===== src/rtl/exc_pkg.sv =====
package exc_pkg;
  localparam int FAULT_N = 4;

  typedef enum logic [2:0] {
    SRC_NONE   = 3'd0,
    SRC_FAULT  = 3'd1,
    SRC_STEP   = 3'd2,
    SRC_NMI    = 3'd3,
    SRC_SEGOVR = 3'd4,
    SRC_INTR   = 3'd5,
    SRC_SOFT   = 3'd6
  } src_e;

  localparam logic [7:0] STEP_VEC = 8'd1;
  localparam logic [7:0] NMI_VEC  = 8'd2;

  // fault bit index -> architectural vector
  function automatic logic [7:0] fault_vec(input int idx);
    case (idx)
      0:       return 8'd0;
      1:       return 8'd3;
      2:       return 8'd5;
      default: return 8'd6;
    endcase
  endfunction
endpackage


===== src/rtl/exc_nmi_gate.sv =====
module exc_nmi_gate (
  input  logic clk_i,
  input  logic rst_ni,
  input  logic nmi_i,
  input  logic take_i,
  input  logic iret_i,
  output logic ok_o
);
  logic nmi_q, pend_q, blk_q;
  logic rise;

  assign rise = nmi_i & ~nmi_q;
  assign ok_o = (pend_q | rise) & ~blk_q;

  always_ff @(posedge clk_i or negedge rst_ni) begin
    if (!rst_ni) begin
      nmi_q  <= 1'b0;
      pend_q <= 1'b0;
      blk_q  <= 1'b0;
    end else begin
      nmi_q  <= nmi_i;
      pend_q <= (pend_q | rise) & ~take_i;
      if (take_i)      blk_q <= 1'b1;
      else if (iret_i) blk_q <= 1'b0;
    end
  end

  p_nmi_hold_r7: assert property (@(posedge clk_i) disable iff (!rst_ni)
    blk_q && !iret_i |=> blk_q);

  p_nmi_take_unblocked_r7: assert property (@(posedge clk_i) disable iff (!rst_ni)
    take_i |-> !blk_q);
endmodule


===== src/rtl/exc_halt_fsm.sv =====
module exc_halt_fsm (
  input  logic clk_i,
  input  logic rst_ni,
  input  logic halt_i,
  input  logic wake_i,
  output logic halted_o
);
  typedef enum logic {ST_RUN, ST_HALT} st_e;
  st_e st_q, st_d;

  always_comb begin
    st_d = st_q;
    case (st_q)
      ST_RUN:  if (halt_i) st_d = ST_HALT;
      ST_HALT: if (wake_i) st_d = ST_RUN;
      default: st_d = ST_RUN;
    endcase
  end

  always_ff @(posedge clk_i or negedge rst_ni) begin
    if (!rst_ni) st_q <= ST_RUN;
    else         st_q <= st_d;
  end

  assign halted_o = (st_q == ST_HALT);

  p_halt_stay_r10: assert property (@(posedge clk_i) disable iff (!rst_ni)
    halted_o && !wake_i |=> halted_o);

  p_halt_enter_r10: assert property (@(posedge clk_i) disable iff (!rst_ni)
    !halted_o && halt_i |=> halted_o);
endmodule


===== src/rtl/exc_pick.sv =====
module exc_pick
  import exc_pkg::*;
#(
  parameter int              VEC_W       = 8,
  parameter logic [VEC_W-1:0] SEG_OVR_VEC = VEC_W'(9)
) (
  input  logic               go_i,
  input  logic               halted_i,
  input  logic [FAULT_N-1:0] fault_i,
  input  logic               trap_i,
  input  logic               nmi_ok_i,
  input  logic               seg_i,
  input  logic               intr_i,
  input  logic               if_i,
  input  logic [VEC_W-1:0]   intr_vec_i,
  input  logic               soft_i,
  input  logic [VEC_W-1:0]   soft_vec_i,
  output logic               take_o,
  output logic               nmi_take_o,
  output src_e               src_o,
  output logic [VEC_W-1:0]   vec_o
);
  logic [VEC_W-1:0] fvec [FAULT_N];

  for (genvar g = 0; g < FAULT_N; g++) begin : g_fvec
    assign fvec[g] = VEC_W'(fault_vec(g));
  end

  logic [VEC_W-1:0] fault_sel;
  always_comb begin
    fault_sel = '0;
    for (int i = FAULT_N - 1; i >= 0; i--) begin
      if (fault_i[i]) fault_sel = fvec[i];
    end
  end

  logic intr_ok;
  assign intr_ok = intr_i & if_i;

  always_comb begin
    src_o = SRC_NONE;
    vec_o = '0;
    if (go_i) begin
      if (halted_i) begin
        // only wake sources count while parked
        if (nmi_ok_i) begin
          src_o = SRC_NMI;  vec_o = VEC_W'(NMI_VEC);
        end else if (intr_ok) begin
          src_o = SRC_INTR; vec_o = intr_vec_i;
        end
      end else if (|fault_i) begin
        src_o = SRC_FAULT;  vec_o = fault_sel;
      end else if (trap_i) begin
        src_o = SRC_STEP;   vec_o = VEC_W'(STEP_VEC);
      end else if (nmi_ok_i) begin
        src_o = SRC_NMI;    vec_o = VEC_W'(NMI_VEC);
      end else if (seg_i) begin
        src_o = SRC_SEGOVR; vec_o = SEG_OVR_VEC;
      end else if (intr_ok) begin
        src_o = SRC_INTR;   vec_o = intr_vec_i;
      end else if (soft_i) begin
        src_o = SRC_SOFT;   vec_o = soft_vec_i;
      end
    end
  end

  assign take_o     = (src_o != SRC_NONE);
  assign nmi_take_o = (src_o == SRC_NMI);
endmodule


===== src/rtl/exc_prioritizer.sv =====
module exc_prioritizer
  import exc_pkg::*;
#(
  parameter int              VEC_W       = 8,
  parameter logic [VEC_W-1:0] SEG_OVR_VEC = VEC_W'(9)
) (
  input  logic               clk_i,
  input  logic               rst_ni,
  input  logic               boundary_i,
  input  logic [FAULT_N-1:0] fault_i,
  input  logic               trap_flag_i,
  input  logic               nmi_i,
  input  logic               iret_i,
  input  logic               seg_ovr_i,
  input  logic               intr_i,
  input  logic               if_flag_i,
  input  logic [VEC_W-1:0]   intr_vec_i,
  input  logic               soft_int_i,
  input  logic [VEC_W-1:0]   soft_vec_i,
  input  logic               halt_i,
  output logic               ack_o,
  output logic [VEC_W-1:0]   vec_o,
  output logic [2:0]         src_o,
  output logic               halted_o
);
  logic             nmi_ok, nmi_take, take, halted;
  src_e             src_d, src_q;
  logic [VEC_W-1:0] vec_d, vec_q;
  logic             ack_q;

  exc_nmi_gate u_nmi (
    .clk_i (clk_i),
    .rst_ni(rst_ni),
    .nmi_i (nmi_i),
    .take_i(nmi_take),
    .iret_i(iret_i),
    .ok_o  (nmi_ok)
  );

  exc_pick #(.VEC_W(VEC_W), .SEG_OVR_VEC(SEG_OVR_VEC)) u_pick (
    .go_i      (boundary_i | halted),
    .halted_i  (halted),
    .fault_i   (fault_i),
    .trap_i    (trap_flag_i),
    .nmi_ok_i  (nmi_ok),
    .seg_i     (seg_ovr_i),
    .intr_i    (intr_i),
    .if_i      (if_flag_i),
    .intr_vec_i(intr_vec_i),
    .soft_i    (soft_int_i),
    .soft_vec_i(soft_vec_i),
    .take_o    (take),
    .nmi_take_o(nmi_take),
    .src_o     (src_d),
    .vec_o     (vec_d)
  );

  exc_halt_fsm u_halt (
    .clk_i   (clk_i),
    .rst_ni  (rst_ni),
    .halt_i  (halt_i),
    .wake_i  (take),
    .halted_o(halted)
  );

  always_ff @(posedge clk_i or negedge rst_ni) begin
    if (!rst_ni) begin
      ack_q <= 1'b0;
      src_q <= SRC_NONE;
      vec_q <= '0;
    end else begin
      ack_q <= take;
      if (take) begin
        src_q <= src_d;
        vec_q <= vec_d;
      end
    end
  end

  assign ack_o    = ack_q;
  assign src_o    = src_q;
  assign vec_o    = vec_q;
  assign halted_o = halted;

  p_ack_origin_r2: assert property (@(posedge clk_i) disable iff (!rst_ni)
    ack_o |-> $past(boundary_i || halted_o));

  p_step_flag_r5: assert property (@(posedge clk_i) disable iff (!rst_ni)
    ack_o && src_o == SRC_STEP |-> $past(trap_flag_i) && vec_o == VEC_W'(1));

  p_intr_mask_r8: assert property (@(posedge clk_i) disable iff (!rst_ni)
    ack_o && src_o == SRC_INTR |-> $past(if_flag_i));

  p_fault_vec_r4: assert property (@(posedge clk_i) disable iff (!rst_ni)
    ack_o && src_o == SRC_FAULT |->
      (vec_o == VEC_W'(0) || vec_o == VEC_W'(3) || vec_o == VEC_W'(5) || vec_o == VEC_W'(6)));

  p_wake_ack_r11: assert property (@(posedge clk_i) disable iff (!rst_ni)
    $fell(halted_o) |-> ack_o && (src_o == SRC_NMI || src_o == SRC_INTR));
endmodule


===== config.mk =====
export PLATFORM = sky130hd
export DESIGN_NAME = exc_prioritizer
export DESIGN_NICKNAME = d
export VERILOG_FILES = /design/src/rtl/exc_pkg.sv /design/src/rtl/exc_nmi_gate.sv /design/src/rtl/exc_halt_fsm.sv /design/src/rtl/exc_pick.sv /design/src/rtl/exc_prioritizer.sv
export SDC_FILE = /design/constraint.sdc
export NUM_CORES = 1
export LEC_CHECK = 0
export BUFFER_PORTS_ARGS = -buffer_cell sky130_fd_sc_hd__buf_2
export CAP_MARGIN = 15
export CORE_MARGIN = 1.5
export CORE_UTILIZATION = 44
export CTS_CLUSTER_SIZE = 12
export DETAILED_ROUTE_END_ITERATION = 8
export HOLD_SLACK_MARGIN = 0.03
export PLACE_DENSITY = 0.88
export SYNTH_ARGS = -nofsm -noshare
export SYNTH_HDL_FRONTEND = slang
export SYNTH_SLANG_ARGS = --single-unit

===== constraint.sdc =====
create_clock -name clk_i -period 2.1 [get_ports clk_i]
set_input_delay 0.105 -clock clk_i [delete_from_list [all_inputs] [get_ports clk_i]]
set_output_delay 0.105 -clock clk_i [all_outputs]
set_load 0.05 [all_outputs]

### After elaboration in Yosys (flattened, before gate mapping)

Index checks and enable logic that the tools add are counted.

* register bits after elaboration: 16
* logic and storage cells: 50

* equal/unequal tests: 1
* mux-type cells: 29
* bitwise logic cells: 10
* reduce and logical (&&, ||, !) cells: 3

Operator list (count)
* 8-bit 2-to-1 mux: 10
* 3-bit 2-to-1 mux: 14
* 1-bit bitwise AND: 4
* 1-bit 2-to-1 mux: 4
* 1-bit inverter: 4
* 4-bit OR reduction: 1
* 3-bit by 2-bit equality test with 1-bit output (second input constant): 1
* 3-bit nonzero test: 1
* 1-bit OR: 2
* 1-bit case mux with 2 select lines: 1
* 2-bit nonzero test: 1

### Logic depth before layout (Yosys ltp)

Gate-level depths: netlist of run 1.

* depth in word-level cells: 12
* mapped depth: 7

### Hierarchy

From an unflattened synthesis of run 1, not the netlist that was laid out.

* cell total of the unflattened synthesis: 99
* area total of the unflattened synthesis: 1057.3 µm²

By module, submodules not included
* exc_prioritizer: instances 1, cells an instance 25, area an instance 479.2 µm²
* exc_pick: instances 1, cells an instance 62, area an instance 425.4 µm²
* exc_nmi_gate: instances 1, cells an instance 9, area an instance 113.9 µm²
* exc_halt_fsm: instances 1, cells an instance 3, area an instance 38.8 µm²

### Least setup slack after synthesis of run 1

No wires, ideal clock.

* path type: flip-flop to flip-flop
* start point: reg u_halt.st_q (netlist: u_halt.halted_o)
* end point: reg vec_q[2] (netlist: vec_o[2])
* arrival time: 1.863 ns
* required time: 1.974 ns
* slack: 0.111 ns
* stages on the path, launching flop included: 7
* clock period less this slack: 1.989 ns
* path through: dfrtp_1 > inv_1 > a31oi_1 > o31ai_2 > and3_1 > buf_6 > a221o_1

* word-level cells in the longest chain between the ends: 3
* elaborated cells on any way between the ends: 6

Ends and longest elaborated chain
* start: declaration: line exc_halt_fsm.sv:9 `st_e st_q, st_d;`
* start signal: assignment: line exc_halt_fsm.sv:22 `else st_q <= st_d;`
* 3-bit 2-to-1 mux or 1-bit OR (tied branches): line exc_pick.sv:44, exc_prioritizer.sv:41
* 3-bit 2-to-1 mux: line exc_pick.sv:43 `if (go_i) begin`
* 3-bit nonzero test: line exc_pick.sv:67 `assign take_o = (src_o != SRC_NONE);`
* end signal: assignment: line exc_prioritizer.sv:75 `vec_q <= vec_d;`
* end: declaration: line exc_prioritizer.sv:28 `logic [VEC_W-1:0] vec_d, vec_q;`

Several ways; a longest one is shown, not always the timed one.
A chain may end at the register's enable or synchronous reset.

### Worst setup path after layout of run 1

Ends and elaborated chain as after synthesis.

==> flow_summary.yaml, run 1 <==
outcome:
  status: "finished, final reports clean"
placed_design:
  port-buffer-count: 43
  preCtsSetupSlack_ns: 0.108
  placed_area_um2: 1160
  dp.cells: 165
  gp_congestion: 0.863
  hpwl_um: 1890
clocking:
  numCtsBuffers: 3
  cts_tree: "yes"
  postCtsSetupRepairBufs: 0
  clk_latency_ns: 0.28
  path_clk_slew_ns: 0.08
  cts_root_buf: "clkbuf_4"
  cts_max_path_buffers: 2
  h-tree-depth: 1
  clkSinkCount: 16
synth:
  yosysTopAreaCell: "dfrtp_1"
  synth.yosys.warnings: 0
  synth.distinct_cells: 36
  ys.flop_type: "dfrtp_1"
  synth_fp_nets: 126
  seq_area_frac_synth_pct: 43.7
  netlist_instances: 95
  synth_edf_count: 0
  async_flop_share_pct: 100
  synth-seq-cells: 16
  syn_area_um2: 917
  yosysTopAreaCellShare_pct: 43.7
  synthTopCellsByArea: "dfrtp_1 44%, a21oi_1 4.9%, a22oi_1 4.1%, o2bb2ai_1 3.8%, nand2_1 2.9%"
  synth.avg_cell_area_um2: 9.65
timing:
  report.final.hold_viol_count: 0
  period_minus_slack_ns: 1.94
  setup_viol: 0
  finalWorstSetupSlack_ns: 0.156
  drv_slew: 0
  finalCritPeriodShare_pct: 92.6
  rsz0062_at_grt: "false"
  max_freq_mhz: 514
  worst_slew_pin_slew_ns: 0.577
  setup_tns_ns: 0
  max-slew-margin-rel_pct: 60.6
  clock_skew_ns: 0.000983
floorplan:
  dieArea_um2: 2370
  rows: 16
  start_util_pct: 46.7
  core-area_um2: 1960
  die_h_um: 48.7
  pin_count: 44
  die_width_um: 48.7
global_routing:
  antenna_found_initial: 0
  grt_max_degree: 17
  grt_overflow: 0
  grt_usage_pct: 21.7
  first_global_vias: 925
  grt_pass1_wl_um: 4040
cells_and_area:
  area_growth_pct: 33.6
  most-common-layout-cells: "43 x buf_2, 16 x dfrtp_1, 9 x a21oi_1"
  n_antenna_cell: 0
  fin_util_pct: 62.4
  final_cells: 172
  final_area_um2: 1220
  final_common_cell: "buf_2"
  drive_gt1_share_pct: 40.0
  nNetsFinal: 178
setup_path:
  crit_path_start_kind: "flip-flop"
  crit_type: "flip-flop to flip-flop"
  critPathMaxFanout: 9
  r2r_start: "u_halt.halted_o$_DFF_PN0_"
  crit_path_start: "u_halt.halted_o$_DFF_PN0_"
  critPathCaptureType: "flip-flop"
  worstPathRequired_ns: 2.27
  cp_data_arrival_time_ns: 2.12
worst_hold_path:
  hold_class: "primary input to flip-flop"
  hp-start: "soft_vec_i[4]"
detailed_routing:
  ant_nets: 0
  drtIter0Drc: 38
  post_drt_wl_per_cell_um: 14.7
  route.detailed.drc: 0
  via_per_inst: 5.92
  first_pass_iters: 4
  vias: 1018
  finalWirelength_um: 2530
power_and_ir_drop:
  p_per_area_nw_per_um2: 1320
  irDropWorstVdd_mv: 0.849
  power_leakage_nw: 0.614
run:
  maxCapViolations: 0
==> registers in the layout, indices dropped and copies added (netlist names) <==
register	cells
vec_o	8
src_o	3
ack_o	1
u_halt.halted_o	1
u_nmi.blk_q	1
u_nmi.nmi_q	1
u_nmi.pend_q	1
==> worst max-delay path: stages (launching register included) <==
cell	delay, ns
dfrtp_1	0.47
inv_1	0.26
a22oi_1	0.13
a21o_2	0.26
and3_1	0.32
a221o_1	0.38
==> final cells by class <==
type,count,area (um^2)
Clock buffer,3,22.5
Fill cell,185,737
Inverter,4,15.0
Multi-Input combinational cell,72,475
Sequential cell,16,400
Tap cell,27,33.8
Timing Repair Buffer,50,278
==> power by group <==
part	internal [W]	total, W	switching (W)
Sequential	0.000420	0.000489	0.0000685
Combinational	0.000285	0.000971	0.000686
Clock	0.0000666	0.000155	0.0000882
Total	0.000772	0.00161	0.000843
==> Yosys cell counts, drive strengths merged, types with 2 or more instances <==
library cell and instances:
a21o 3, nor2 6, nor3b 2, dfrtp 16
buf 2, nand2b 2, and3 4, nand2 7
o21ai 6, nand3 5, o2bb2ai 4, a31oi 2
inv 4, a21oi 9, a22oi 5
==> kinds of logic (layout without fill, tap and decap cells) <==
| kind of cell | Yosys count | count (layout) | share of synthesized area [%] |
|---|---|---|---|
| buf+inv | 7 | 57 | 4.50 |
| flops | 16 | 16 | 43.7 |
| simple gates | 33 | 33 | 21.3 |
| compound gates | 39 | 39 | 30.6 |
==> path summary, 6_finish.rpt <==
path	depth (start not counted)	slack [ns]	to
worst max-delay path	5	0.16	vec_o[2]$_DFFE_PN0P_
worst min-delay path	3	0.11	vec_o[4]$_DFFE_PN0P_
worst max register to register	5	0.16	vec_o[2]$_DFFE_PN0P_
worst min register to register	1	0.49	vec_o[7]$_DFFE_PN0P_
max in group asynchronous	2	1.58	u_nmi.blk_q$_DFFE_PN0P_
min in group asynchronous	2	0.26	vec_o[2]$_DFFE_PN0P_
==> metrics by stage <==
stage               total power [W]  hold WS [ns]
floorplan                   0.00122        -0.191
global placement            0.00142        0.0280
detailed placement          0.00145        0.0340
CTS                         0.00161         0.109
global route                0.00170         0.133
finish                      0.00161         0.108
==> what timing repair did <==
action                     in CTS  in global routing
setup endpoints to repair       0                  0
hold buffers                    4                  0
gates resized for setup         0                  0
hold endpoints to repair       19                  0
==> per-layer routing <==
metal,vias up,routed length (um),global-route usage [%],share of wire (%)
li1,465,-,-,-
met1,460,1000,26.6,40
met4,0,75,6.67,3.0
met5,-,0,0,0
met2,79,1160,36.8,46
met3,14,295,6.17,12
Note: power is estimated with default switching activity, not from simulation.
==> run 2, diff against run 1 <==
--- a/config.mk
+++ b/config.mk
@@ -11,6 +11,7 @@
 export CORE_UTILIZATION = 44
 export CTS_CLUSTER_SIZE = 12
 export DETAILED_ROUTE_END_ITERATION = 8
+export GPL_TIMING_DRIVEN = 0
 export HOLD_SLACK_MARGIN = 0.03
 export PLACE_DENSITY = 0.88
 export SYNTH_ARGS = -nofsm -noshare
==> run 2 against run 1 <==
  * Global-route usage fell by 0.32 points
  * Wire length is 6.3% lower
  * Final area is 1.4% higher
  * Power is 3.4% higher
  * Largest power group unchanged
  * Largest cell class unchanged
  * Utilization up 0.89 points
  * Non-clock buffer count is the same
  * Clock skew is 0.0022 ns higher
  * Highest routed layer unchanged
  * Setup slack improved by 0.033 ns
  * First-iteration DRC count fell by 5.3%
  * Sequential power decreased by 2%
  * Clock power increased by 28%
==> flow_summary.yaml, run 2 (synthesis gave the netlist of run 1 again) <==
placed_design:
  preCtsSetupSlack_ns: 0.105
  gp_congestion: 0.889
  port-buffer-count: 43
  placed_area_um2: 1170
  hpwl_um: 1790
timing:
  clock_skew_ns: 0.00321
  hold_ws_ns: 0.110
  worst_slew_pin_slew_ns: 0.546
  period_minus_slack_ns: 1.91
  setup_tns_ns: 0
  finalWorstSetupSlack_ns: 0.189
  drv_slew: 0
  rsz0062_at_grt: "false"
  setup_viol: 0
  finalCritPeriodShare_pct: 91.0
  report.final.hold_viol_count: 0
  max-slew-margin-rel_pct: 63.3
  max_freq_mhz: 523
cells_and_area:
  final_area_um2: 1240
  drive_gt1_share_pct: 39.7
  most-common-layout-cells: "43 x buf_2, 16 x dfrtp_1, 9 x a21oi_1"
  fin_util_pct: 63.3
  area_growth_pct: 35.5
  fill_cells: 189
  final_common_cell: "buf_2"
  nNetsFinal: 178
  largest_register_ffs: 8
  n_antenna_cell: 0
clocking:
  numCtsBuffers: 3
  postCtsSetupRepairBufs: 0
  path_clk_slew_ns: 0.09
  post_cts_resize_count: 0
  cts_root_buf: "clkbuf_4"
  cts_tree: "yes"
  h-tree-depth: 1
  cts_hold_buf: 3
  clk_latency_ns: 0.28
  cts_max_path_buffers: 2
  clkSinkCount: 16
setup_path:
  critPathMaxFanout: 9
  crit_path_start_kind: "primary input"
  regToRegEndpoint: "vec_o[2]$_DFFE_PN0P_"
  crit_path_start: "nmi_i"
  crit_type: "primary input to flip-flop"
  endpoint: "vec_o[2]$_DFFE_PN0P_"
  cp_data_arrival_time_ns: 2.08
  r2r_slack_ns: 0.21
  critPathCaptureType: "flip-flop"
  worstPathRequired_ns: 2.27
  r2r_start: "u_nmi.nmi_q$_DFF_PN0_"
  rr_worst_depth: 6
power_and_ir_drop:
  power_leakage_nw: 0.619
  p_per_area_nw_per_um2: 1340
  irDropWorstVdd_mv: 0.771
detailed_routing:
  vias: 967
  finalWirelength_um: 2370
  post_drt_wl_per_cell_um: 13.7
  first_pass_iters: 4
  route.detailed.drc: 0
  via_per_inst: 5.59
  ant_nets: 0
  drtIter0Drc: 36
outcome:
  status: "finished, final reports clean"
floorplan:
  dieArea_um2: 2370
  die_h_um: 48.7
  start_util_pct: 46.7
  core-area_um2: 1960
  rows: 16
  die_width_um: 48.7
  pin_count: 44
global_routing:
  first_global_vias: 954
  grt_usage_pct: 21.3
  antenna_found_initial: 0
  grt_max_degree: 17
  grt_overflow: 0
  grt_pass1_wl_um: 4030
worst_hold_path:
  min_path_cells: 3
  hold_class: "primary input to flip-flop"
run:
  maxCapViolations: 0
==> run 2: changes by cell type in the layout (fill, tap and decap cells not counted), sizes merged <==
cell    change
clkbuf      +2
buf         -1
==> run 2: area by class of cell <==
type / instances / area (um^2) / share of cell area, %
plain buffers: 3 / 26.3 / 2.11
well taps: 27 / 33.8 / 2.72
repair buffers: 47 / 255 / 20.5
flip-flops and latches: 16 / 400 / 32.2
clock buffers: 4 / 36.3 / 2.92
inverters: 4 / 15.0 / 1.21
multi-input cells: 72 / 475 / 38.3
==> run 2: how the worst min path moves through the flow <==
stage                                      to  slack, ns     startpoint
global route             vec_o[4]$_DFFE_PN0P_       0.11  soft_vec_i[4]
CTS                 u_halt.halted_o$_DFF_PN0_       0.03         halt_i
finish                   vec_o[7]$_DFFE_PN0P_       0.11  soft_vec_i[7]
detailed placement       vec_o[7]$_DFFE_PN0P_       0.04         rst_ni
global placement         vec_o[2]$_DFFE_PN0P_       0.03         rst_ni
floorplan                     ack_o$_DFF_PN0_      -0.19         rst_ni
==> run 2: metal layers <==
layer / part of all wire, % / vias to the layer above / GRT usage, % / wire [um]
met1: 44 / 447 / 25.7 / 1060
met5: 0 / - / 0 / 0
met3: 7.4 / 4 / 2.78 / 175
li1: - / 466 / - / -
met4: 0.55 / 0 / 8.10 / 13
met2: 48 / 50 / 38.6 / 1130
==> run 2: critical path, cell delays in order <==
cell           delay [ns]
dlygate4sd3_1        0.52
buf_2                0.13
nand2b_4             0.06
a21oi_1              0.40
o31ai_2              0.21
and3_1               0.19
buf_6                0.14
a221o_1              0.33
==> run 2: power by group <==
group / total, W / internal (W) / leakage, nW / switching [W]
combinational: 0.000989 / 0.000302 / 0.397 / 0.000687
clock: 0.000199 / 0.000105 / 0.0210 / 0.0000934
sequential: 0.000481 / 0.000420 / 0.201 / 0.0000606
total: 0.00167 / 0.000828 / 0.619 / 0.000841
==> run 2: metrics by stage <==
step | std cells | total power [W]
floorplan | 95 | 0.00122
global placement | 165 | 0.00144
detailed placement | 165 | 0.00147
CTS | 172 | 0.00167
global route | 173 | 0.00178
finish | 173 | 0.00167
